<file path="src/rtl/irqc_pkg.sv">
package irqc_pkg;
  // Byte offsets of the register window
  localparam int unsigned OFS_STATUS = 32'h00;
  localparam int unsigned OFS_ENABLE = 32'h04;
  localparam int unsigned OFS_CLEAR  = 32'h08;
  localparam int unsigned OFS_MODE   = 32'h0C;
  localparam int unsigned OFS_POL    = 32'h10;

  typedef enum logic [2:0] {
    SEL_STATUS,
    SEL_ENABLE,
    SEL_CLEAR,
    SEL_MODE,
    SEL_POL,
    SEL_NONE
  } reg_sel_e;
endpackage

</file>
<file path="src/rtl/irqc_sync.sv">
module irqc_sync #(
  parameter int unsigned W      = 32,
  parameter int unsigned STAGES = 2
) (
  input  logic         clk,
  input  logic         rst_n,
  input  logic [W-1:0] d_i,
  output logic [W-1:0] q_o
);
  logic [W-1:0] st_q [STAGES];
  logic [W-1:0] st_d [STAGES];

  always_comb begin
    st_d[0] = d_i;
    for (int i = 1; i < STAGES; i++) st_d[i] = st_q[i-1];
  end

  always_ff @(posedge clk or negedge rst_n) begin
    if (!rst_n) begin
      for (int i = 0; i < STAGES; i++) st_q[i] <= '0;
    end else begin
      for (int i = 0; i < STAGES; i++) st_q[i] <= st_d[i];
    end
  end

  assign q_o = st_q[STAGES-1];
endmodule

</file>
<file path="src/rtl/irqc_detect.sv">
module irqc_detect #(
  parameter int unsigned W = 32
) (
  input  logic         clk,
  input  logic         rst_n,
  input  logic [W-1:0] lvl_i,
  input  logic [W-1:0] mode_i,
  input  logic [W-1:0] pol_i,
  output logic [W-1:0] evt_o
);
  logic [W-1:0] prev_q;
  logic [W-1:0] prev_d;

  assign prev_d = lvl_i;

  always_ff @(posedge clk or negedge rst_n) begin
    if (!rst_n) prev_q <= '0;
    else        prev_q <= prev_d;
  end

  for (genvar b = 0; b < W; b++) begin : g_bit
    logic active;
    logic rise;
    logic fall;
    assign active   = lvl_i[b] ^ pol_i[b];
    assign rise     = lvl_i[b] & ~prev_q[b];
    assign fall     = ~lvl_i[b] & prev_q[b];
    assign evt_o[b] = mode_i[b] ? (pol_i[b] ? fall : rise) : active;
  end
endmodule

</file>
<file path="src/rtl/irqc_pending.sv">
module irqc_pending #(
  parameter int unsigned W = 32
) (
  input  logic         clk,
  input  logic         rst_n,
  input  logic [W-1:0] evt_i,
  input  logic [W-1:0] clr_i,
  output logic [W-1:0] pend_o
);
  logic [W-1:0] pend_q;
  logic [W-1:0] pend_d;

  // A new event outranks a clear in the same cycle
  assign pend_d = (pend_q & ~clr_i) | evt_i;

  always_ff @(posedge clk or negedge rst_n) begin
    if (!rst_n) pend_q <= '0;
    else        pend_q <= pend_d;
  end

  assign pend_o = pend_q;
endmodule

</file>
<file path="src/rtl/irqc_regs.sv">
module irqc_regs
  import irqc_pkg::*;
#(
  parameter int unsigned W      = 32,
  parameter int unsigned ADDR_W = 12
) (
  input  logic              clk,
  input  logic              rst_n,
  input  logic              bus_valid,
  input  logic              bus_write,
  input  logic [ADDR_W-1:0] bus_addr,
  input  logic [W-1:0]      bus_wdata,
  output logic [W-1:0]      bus_rdata,
  input  logic [W-1:0]      pend_i,
  output logic [W-1:0]      en_o,
  output logic [W-1:0]      mode_o,
  output logic [W-1:0]      pol_o,
  output logic [W-1:0]      clr_o
);
  reg_sel_e     sel;
  logic         wr;
  logic         en_we, mode_we, pol_we;
  logic [W-1:0] en_q, mode_q, pol_q;
  logic [W-1:0] en_d, mode_d, pol_d;

  always_comb begin
    if      (bus_addr == ADDR_W'(OFS_STATUS)) sel = SEL_STATUS;
    else if (bus_addr == ADDR_W'(OFS_ENABLE)) sel = SEL_ENABLE;
    else if (bus_addr == ADDR_W'(OFS_CLEAR))  sel = SEL_CLEAR;
    else if (bus_addr == ADDR_W'(OFS_MODE))   sel = SEL_MODE;
    else if (bus_addr == ADDR_W'(OFS_POL))    sel = SEL_POL;
    else                                      sel = SEL_NONE;
  end

  assign wr      = bus_valid & bus_write;
  assign en_we   = wr & (sel == SEL_ENABLE);
  assign mode_we = wr & (sel == SEL_MODE);
  assign pol_we  = wr & (sel == SEL_POL);
  assign clr_o   = (wr & (sel == SEL_CLEAR)) ? bus_wdata : '0;

  assign en_d   = bus_wdata;
  assign mode_d = bus_wdata;
  assign pol_d  = bus_wdata;

  always_ff @(posedge clk or negedge rst_n) begin
    if (!rst_n) begin
      en_q   <= '0;
      mode_q <= '0;
      pol_q  <= '1;
    end else begin
      if (en_we)   en_q   <= en_d;
      if (mode_we) mode_q <= mode_d;
      if (pol_we)  pol_q  <= pol_d;
    end
  end

  always_comb begin
    bus_rdata = '0;
    if (bus_valid && !bus_write) begin
      unique case (sel)
        SEL_STATUS: bus_rdata = pend_i & en_q;
        SEL_ENABLE: bus_rdata = en_q;
        SEL_MODE:   bus_rdata = mode_q;
        SEL_POL:    bus_rdata = pol_q;
        default:    bus_rdata = '0;
      endcase
    end
  end

  assign en_o   = en_q;
  assign mode_o = mode_q;
  assign pol_o  = pol_q;
endmodule

</file>
<file path="src/rtl/irqc_top.sv">
module irqc_top #(
  parameter int unsigned NSRC        = 32,
  parameter int unsigned ADDR_W      = 12,
  parameter int unsigned SYNC_STAGES = 2
) (
  input  logic              clk,
  input  logic              rst_n,
  input  logic [NSRC-1:0]   src_i,
  input  logic              bus_valid,
  input  logic              bus_write,
  input  logic [ADDR_W-1:0] bus_addr,
  input  logic [NSRC-1:0]   bus_wdata,
  output logic [NSRC-1:0]   bus_rdata,
  output logic              irq_o
);
  logic [1:0]      rs_q;
  logic            rst_int_n;
  logic [NSRC-1:0] lvl, evt, pend_q, clr, en_q, mode_q, pol_q;
  logic            irq_q, irq_d;

  // Reset asserts at once and releases on the clock
  always_ff @(posedge clk or negedge rst_n) begin
    if (!rst_n) rs_q <= 2'b00;
    else        rs_q <= {rs_q[0], 1'b1};
  end
  assign rst_int_n = rs_q[1];

  irqc_sync #(.W(NSRC), .STAGES(SYNC_STAGES)) u_sync (
    .clk(clk), .rst_n(rst_int_n), .d_i(src_i), .q_o(lvl)
  );

  irqc_detect #(.W(NSRC)) u_detect (
    .clk(clk), .rst_n(rst_int_n), .lvl_i(lvl), .mode_i(mode_q),
    .pol_i(pol_q), .evt_o(evt)
  );

  irqc_pending #(.W(NSRC)) u_pend (
    .clk(clk), .rst_n(rst_int_n), .evt_i(evt), .clr_i(clr), .pend_o(pend_q)
  );

  irqc_regs #(.W(NSRC), .ADDR_W(ADDR_W)) u_regs (
    .clk(clk), .rst_n(rst_int_n), .bus_valid(bus_valid),
    .bus_write(bus_write), .bus_addr(bus_addr), .bus_wdata(bus_wdata),
    .bus_rdata(bus_rdata), .pend_i(pend_q), .en_o(en_q), .mode_o(mode_q),
    .pol_o(pol_q), .clr_o(clr)
  );

  assign irq_d = |(pend_q & en_q);

  always_ff @(posedge clk or negedge rst_int_n) begin
    if (!rst_int_n) irq_q <= 1'b0;
    else            irq_q <= irq_d;
  end

  assign irq_o = irq_q;
endmodule

</file>
<file path="config.mk">
export PLATFORM = sky130hd
export DESIGN_NAME = irqc_top
export DESIGN_NICKNAME = d
export VERILOG_FILES = /design/src/rtl/irqc_pkg.sv /design/src/rtl/irqc_sync.sv /design/src/rtl/irqc_detect.sv /design/src/rtl/irqc_pending.sv /design/src/rtl/irqc_regs.sv /design/src/rtl/irqc_top.sv
export SDC_FILE = /design/constraint.sdc
export NUM_CORES = 1
export LEC_CHECK = 0
export ABC_AREA = 1
export BUFFER_PORTS_ARGS = -buffer_cell sky130_fd_sc_hd__buf_2
export CAP_MARGIN = 40
export CORE_UTILIZATION = 29
export CTS_CLUSTER_DIAMETER = 50
export DETAILED_ROUTE_END_ITERATION = 6
export PLACE_DENSITY = 0.54
export SETUP_SLACK_MARGIN = 0.02
export SLEW_MARGIN = 5
export SYNTH_ARGS = -nofsm -noshare
export SYNTH_HDL_FRONTEND = slang
export SYNTH_SLANG_ARGS = --single-unit
</file>
<file path="constraint.sdc">
create_clock -name clk -period 14.19 [get_ports clk]
set_input_delay 0.7095 -clock clk [delete_from_list [all_inputs] [get_ports clk]]
set_output_delay 0.7095 -clock clk [all_outputs]
set_load 0.02 [all_outputs]
</file>
==> out/summary.txt, run 1 <==
Reg power frac = 45.5%
Area after DPL = 0.01055 sq mm
Setup TNS = 0 ns
Post-DRT Antenna Nets = 0
# nets final = 1260
Drt total wl = 24900 um
TritonCTS clock tree = yes
Core region area = 0.03188 sq mm
Critical Path AT = 3.31 ns
Worst-Margin Slew = 0.8635 ns
Adder-Cell Fraction of Synth Area = 0%
Clock slew at reported path FFs = 0.06 ns
Post-Synth XOR/XNOR Area = 0%
Worst Path Class, Setup = input pin to output port
Status = finished clean
IO Pins = 113
First drt pass iteration count = 5
RSZ-0062 raised after global routing = no
Largest family of logic cells by synthesized area = simple AND/OR/NAND/NOR gates
Yosys warns = 0
Fin Clk Skew = 0.008816 ns
Starting Density = 29.70%
Peak VDD IR = 0.09004 mV
Hold Fails Final Rpt = 0
Worst-Skew Late Latency = 0.53 ns
Via count = 7396
Combinational power share = 2.8%
Tot GR Track Use = 15.47%
Root Buffer = clkbuf_16
Final min period = 4.019 ns
Peak Freq = 248.8 MHz
Die Y = 182.7 um
Compound-gate portion of the synthesized area = 10.33%
Min-Delay Path Class = input pin to register
Pwr per Cell Area = 128.0 mW/mm^2
Synth unique cells = 29
Grt ovf = 0
Max-cap violations = 0
Number of fill cells = 3317
Dpl ws = 10.14 ns
Htree depth = 1
Final non-filler cell total = 1637
Placer Congestion = 0.8006
Resized cells post-CTS = 0
Syn avg cell area = 8.916 sq um
Vias in the first global route = 7349
Final slew viol count = 0
Worst setup SP type = input pin
Period utilization = 28.33%
Cells after synthesis = 1062
Req. time, crit path = 13.48 ns
Sequential Area = 0.005724 sq mm
Register area share after synthesis = 60.41%
Final Setup Violations = 0
Cts bufs inserted = 29
DRC violations left = 0
Maximum fanout along the worst path = 24
PnR worst setup slack = 10.17 ns
Max clock buf depth = 3
Fin area = 0.01157 sq mm
Clock Sinks = 227
Mapped Area = 0.009469 sq mm
Area occupied by multi-input gates = 0.003099 sq mm
Syn Nets = 1142
Largest net degree at the start of global routing = 65
I/O Buffers = 112
Cell Int Power = 1158 uW
Share of post-route cells with drive strength above 1 = 18.64%
Initial antenna violation count = 1
FF+latch count, synth = 227
DR WL/cell = 15.21 um
Cell row count = 65
# diodes = 0
Sw Ratio = 21.88%
Clock power share = 51.7%
Initial DRC Count = 524
Global-route wire length before repair = 40490 um
Slew margin rel. = 42.27%
Die width = 182.7 um
Sw Pwr = 324.3 uW
Crit. End Element = output port
Post-DP HPWL = 16610 um
Post-Synth Simple-Gate Area = 22.36%
Pleak = 0.005136 uW
Layout overhead on the synthesized area = 22.23%
Vias per inst = 4.518
Placed Cells = 1583
Full die area = 0.03338 sq mm
Post-synthesis mux area share = 0%
Final core occ = 36.30%
==> worst paths after layout <==
check	start	to	slack, ns	cells after the start
max	bus_addr[9]	bus_rdata[28]	10.17	11
min	src_i[6]	u_sync.st_d[6]$_DFF_PN0_	0.27	1
max reg2reg	rs_q[1]$_DFF_PN0_	u_regs.mode_o[19]$_DFFE_PN0P_	12.05	2
min reg2reg	u_sync.st_d[9]$_DFF_PN0_	u_sync.q_o[9]$_DFF_PN0_	0.34	0
max in group asynchronous	rs_q[1]$_DFF_PN0_	u_regs.mode_o[19]$_DFFE_PN0P_	12.05	2
min in group asynchronous	rs_q[1]$_DFF_PN0_	u_sync.q_o[29]$_DFF_PN0_	0.35	0
==> final cells by class <==
cell class              instances  area share, %
flip-flops and latches        227          49.46
multi-input cells             680          26.78
well taps                     435          4.703
repair buffers                124          6.432
clock buffers                  39          7.114
inverters                     118          3.827
clock inverters                14          1.686
==> cells by family after synthesis <==
family	after synthesis
compound gates	194
buf+inv	155
flops	227
other cells	1
simple gates	485
==> power groups by stage <==
stage | Clock [uW] | Combinational [uW] | Sequential, uW
after floorplan | 0 | 12.9 | 689
after global placement | 0 | 41.2 | 685
after detailed placement | 0 | 42.3 | 685
after CTS | 789 | 42.8 | 674
after global routing | 816 | 47.1 | 676
final | 767 | 41.1 | 674
==> layer usage <==
| metal | vias up | track usage (%) | wire [um] |
|---|---|---|---|
| met1 | 3529 | 21.28 | 11620 |
| met3 | 41 | 2.993 | 1290 |
| met2 | 156 | 24.85 | 11460 |
| li1 | 3668 | - | - |
| met4 | 2 | 4.067 | 505 |
| met5 | - | 0 | 13 |
==> layout by cell type, fill, tap and decap left out, types with 29 or more instances in the layout <==
cell type,netlist,layout
dfrtp_1,195,194
o21ai_1,47,47
buf_2,12,112
dfstp_2,32,32
inv_1,115,115
o21ai_0,145,145
clkbuf_16,0,29
nand3_1,130,130
nand2_1,248,248
nor2_1,80,80
==> repair_timing <==
action                                 CTS  global route
setup endpoints to repair                0             0
buffers inserted                         0             0
endpoints found under the hold margin    2             0
hold buffers                             1             0
==> sequential cells by signal, indices dropped and copies added (netlist names) <==
name             flops
u_pend.pend_o       32
irq_o                1
u_regs.pol_o        32
u_regs.en_o         32
rs_q                 2
u_sync.st_d         32
u_detect.prev_q     32
u_regs.mode_o       32
u_sync.q_o          32
==> cell usage after synthesis <==
library cell,n,area share (%)
a21oi_2,1,0.093
a22o_1,1,0.093
buf_2,12,0.63
buf_4,2,0.16
buf_6,6,0.71
clkbuf_1,17,0.67
clkinv_1,1,0.040
conb_1,1,0.040
dfrtp_1,195,52
dfstp_2,32,8.9
inv_1,115,4.6
inv_2,2,0.079
nand2_1,248,9.8
nand2_2,3,0.20
nand2_4,3,0.36
nand3_1,130,6.9
nand3_2,1,0.11
nand3b_1,1,0.079
nand4_1,8,0.53
nand4_2,1,0.13
nand4_4,1,0.22
nor2_1,80,3.2
nor2_2,3,0.20
nor2_4,3,0.36
nor3_1,1,0.053
nor3_4,1,0.17
nor3b_1,1,0.079
o21ai_0,145,7.7
o21ai_1,47,2.5
==> through the flow <==
step	hold slack, ns	total power, uW
after floorplan	0.3312	702.1
after global placement	0.3316	726.5
after detailed placement	0.3347	727.8
after CTS	0.2491	1506
after global routing	0.2529	1539
final	0.2747	1482
==> critical path, stage by stage <==
cell	delay [ns]
buf_2	0.10
nor2_1	0.09
nand2_1	0.22
nor2_4	0.65
nand3_1	0.83
nand2_1	0.25
nand2_1	0.09
nand3_1	0.09
nand2_1	0.05
inv_1	0.07
buf_2	0.16
No activity file was read; power rests on OpenSTA's default activity.
==> run 2, diff against run 1 <==
- ABC_AREA: 1 -> 0
- clock period: 14.19 -> 3.78 ns (I/O delays scaled with it)
==> out/summary.txt, run 2 <==
Synth cell count leaders = 195 x dfrtp_1, 83 x nor2_1, 76 x nand2_1
Cell row count = 66 (+1.5%)
FF+latch count, synth = 227 (unchanged)
PnR worst setup slack = 1.452 ns (-8.718 ns)
Tot GR Track Use = 14.57% (-0.90 points)
Vias per inst = 4.556 (+0.85%)
Final slew viol count = 0 (unchanged)
DRC violations left = 0 (unchanged)
Maximum fanout along the worst path = 32 (+33%)
Post-DP HPWL = 15910 um (-4.2%)
Final min period = 2.328 ns
Final Setup Violations = 0 (unchanged)
Fin Clk Skew = 0.01174 ns (+0.002928 ns)
# nets final = 1063 (-16%)
CTS Hold Bufs = 66 (+65)
Die width = 183.6 um (+0.47%)
Largest area contributor in the netlist = dfrtp_1
FFs w/ async S/R, synth = 100.0% (unchanged)
Setup TNS = 0 ns (unchanged)
Yosys warns = 0 (unchanged)
Resized cells post-CTS = 0 (unchanged)
Placed Cells = 1327 (-16%)
Commonest non-fill, non-tap cell in the layout = dfrtp_1
Min-Delay Path Class = input pin to register
Synth unique cells = 40 (+38%)
Syn avg cell area = 12.08 sq um (+36%)
Dpl ws = 1.383 ns (-8.755 ns)
Cells after synthesis = 791 (-26%)
Cts bufs inserted = 30 (+3.4%)
Largest cells by area after synthesis = dfrtp_1 51%, dfstp_2 8.8%, mux2_2 7.0%
Number of fill cells = 3169 (-4.5%)
Period utilization = 61.58%
Largest net degree at the start of global routing = 60 (-7.7%)
Status = finished clean
Share of post-route cells with drive strength above 1 = 31.08% (+12 points)
Root Buffer = clkbuf_16
Clock Sinks = 227 (unchanged)
TritonCTS clock tree = yes
Initial antenna violation count = 0 (-1)
Worst Path Class, Setup = input pin to output port
I/O Buffers = 112 (unchanged)
Share of the synthesized area in the top cell type = 51.05% (-0.49 points)
Commonest non-fill, non-tap cells in the layout = 194 x dfrtp_1, 112 x buf_2, 83 x nor2_1
Hold Fails Final Rpt = 0 (unchanged)
RSZ-0062 raised after global routing = no
Mapped Area = 0.009559 sq mm (+0.95%)
Worst setup SP type = input pin
Slew margin rel. = 49.24% (+7.0 points)
Full die area = 0.03369 sq mm (+0.94%)
Register area share after synthesis = 59.84% (-0.57 points)
First drt pass iteration count = 4 (-1)
Placer Congestion = 0.7197 (-10%)
Die Y = 183.6 um (+0.47%)
DR WL/cell = 16.64 um (+9.4%)
Peak Freq = 429.6 MHz
Register-to-Register Setup Slack = 2.24 ns (-9.81 ns)
Vias in the first global route = 6767 (-7.9%)
Core region area = 0.03245 sq mm (+1.8%)
Critical Path AT = 2.14 ns (-1.17 ns)
Worst-Skew Late Latency = 0.55 ns (+0.02 ns)
Total Power = 5644 uW (+280%)
Via count = 6602 (-11%)
Pwr per Cell Area = 456.6 mW/mm^2 (+260%)
Post-DRT Antenna Nets = 0 (unchanged)
Layout overhead on the synthesized area = 29.32%
IO Pins = 113 (unchanged)
Clock slew at reported path FFs = 0.06 ns (about the same)
Starting Density = 29.45% (-0.25 points)
Final non-filler cell total = 1449 (-11%)
Initial DRC Count = 273 (-48%)
Pleak = 0.005541 uW (+7.9%)
Top-count cell post-synth = dfrtp_1
Peak VDD IR = 0.3261 mV (+260%)
Syn Nets = 871 (-24%)
Drt total wl = 24110 um (-3.2%)
Worst-Margin Slew = 0.7614 ns (-0.1021 ns)
Req. time, crit path = 3.59 ns (-9.89 ns)
Post-synth top flop = dfrtp_1
Crit. End Element = output port
# diodes = 0 (unchanged)
Grt ovf = 0 (unchanged)
Max-cap violations = 0 (unchanged)
Post-CTS setup buffers = 0 (unchanged)
Global-route wire length before repair = 38380 um (-5.2%)
Post-synth EDFFs = 0 (unchanged)
Htree depth = 1 (unchanged)
Max clock buf depth = 3 (unchanged)
[run 2: changes by cell type in the layout (fill, tap and decap cells not counted), sizes merged, moves of 65 or more]
cell	before	now
mux2	0	96
nand2	254	76
nand3	131	0
inv	120	35
o21ai	192	14
dlygate4sd3	1	66
[run 2: stage by stage]
step | utilization (%) | instance area, sq um | hold slack, ns
after floorplan | - | 9560 | -0.1066
after global placement | 32.84 | 10660 | -0.02232
after global routing | 38.09 | 12360 | 0.2565
after CTS | 38.09 | 12360 | 0.2445
after detailed placement | 32.84 | 10660 | -0.02364
final | 38.09 | 12360 | 0.2702
[run 2: worst max-delay path, stage by stage]
cell and delay [ns]:
buf_2 0.10, or4_4 0.62, nor4_4 0.22, buf_4 0.41, a22oi_1 0.16, nor2_1 0.22
buf_2 0.21
[run 2: layout make-up]
type / count / area [sq um] / area share, %
well taps: 442 / 553.0 / 4.474
clock buffers: 37 / 827.0 / 6.690
inverters: 32 / 120.1 / 0.9717
multi-input cells: 499 / 3563 / 28.83
repair buffers: 193 / 1359 / 10.99
clock inverters: 19 / 215.2 / 1.741
flip-flops and latches: 227 / 5724 / 46.31
[run 2: cells by family after synthesis]
group | Yosys count | synth area share, %
buffers and inverters | 65 | 2.997
other | 1 | 0.03923
AO/OA/AOI/OAI | 177 | 13.05
multiplexers | 97 | 12.59
flip-flops | 227 | 59.84
AND/OR/NAND/NOR | 224 | 11.48
[run 2: path summary, 6_finish.rpt]
kind                                                   from                           end  cells after the start
min in group asynchronous                 rs_q[1]$_DFF_PN0_      u_sync.q_o[28]$_DFF_PN0_                      0
worst min-delay path                              src_i[12]     u_sync.st_d[12]$_DFF_PN0_                      2
worst max register to register  u_pend.pend_o[23]$_DFF_PN0_               irq_o$_DFF_PN0_                      3
worst min register to register     u_sync.st_d[9]$_DFF_PN0_       u_sync.q_o[9]$_DFF_PN0_                      0
max in group asynchronous                 rs_q[1]$_DFF_PN0_  u_regs.pol_o[26]$_DFFE_PN1P_                      1
worst max-delay path                            bus_addr[1]                 bus_rdata[20]                      7
[run 2: report_power, final]
group          internal, uW  leakage [uW]  switching, uW
logic                   105       0.00238            126
clock network          1770      0.000501           1110
registers              2490       0.00266           42.3
total                  4370       0.00554           1280
[run 2: layer usage]
layer  wire length, um  up-vias  track usage (%)
met2             11810      105            24.61
met1             10980     3299            19.30
met5                 0        -                0
met3               813       39            2.298
li1                  -     3159                -
met4               500        0            3.967
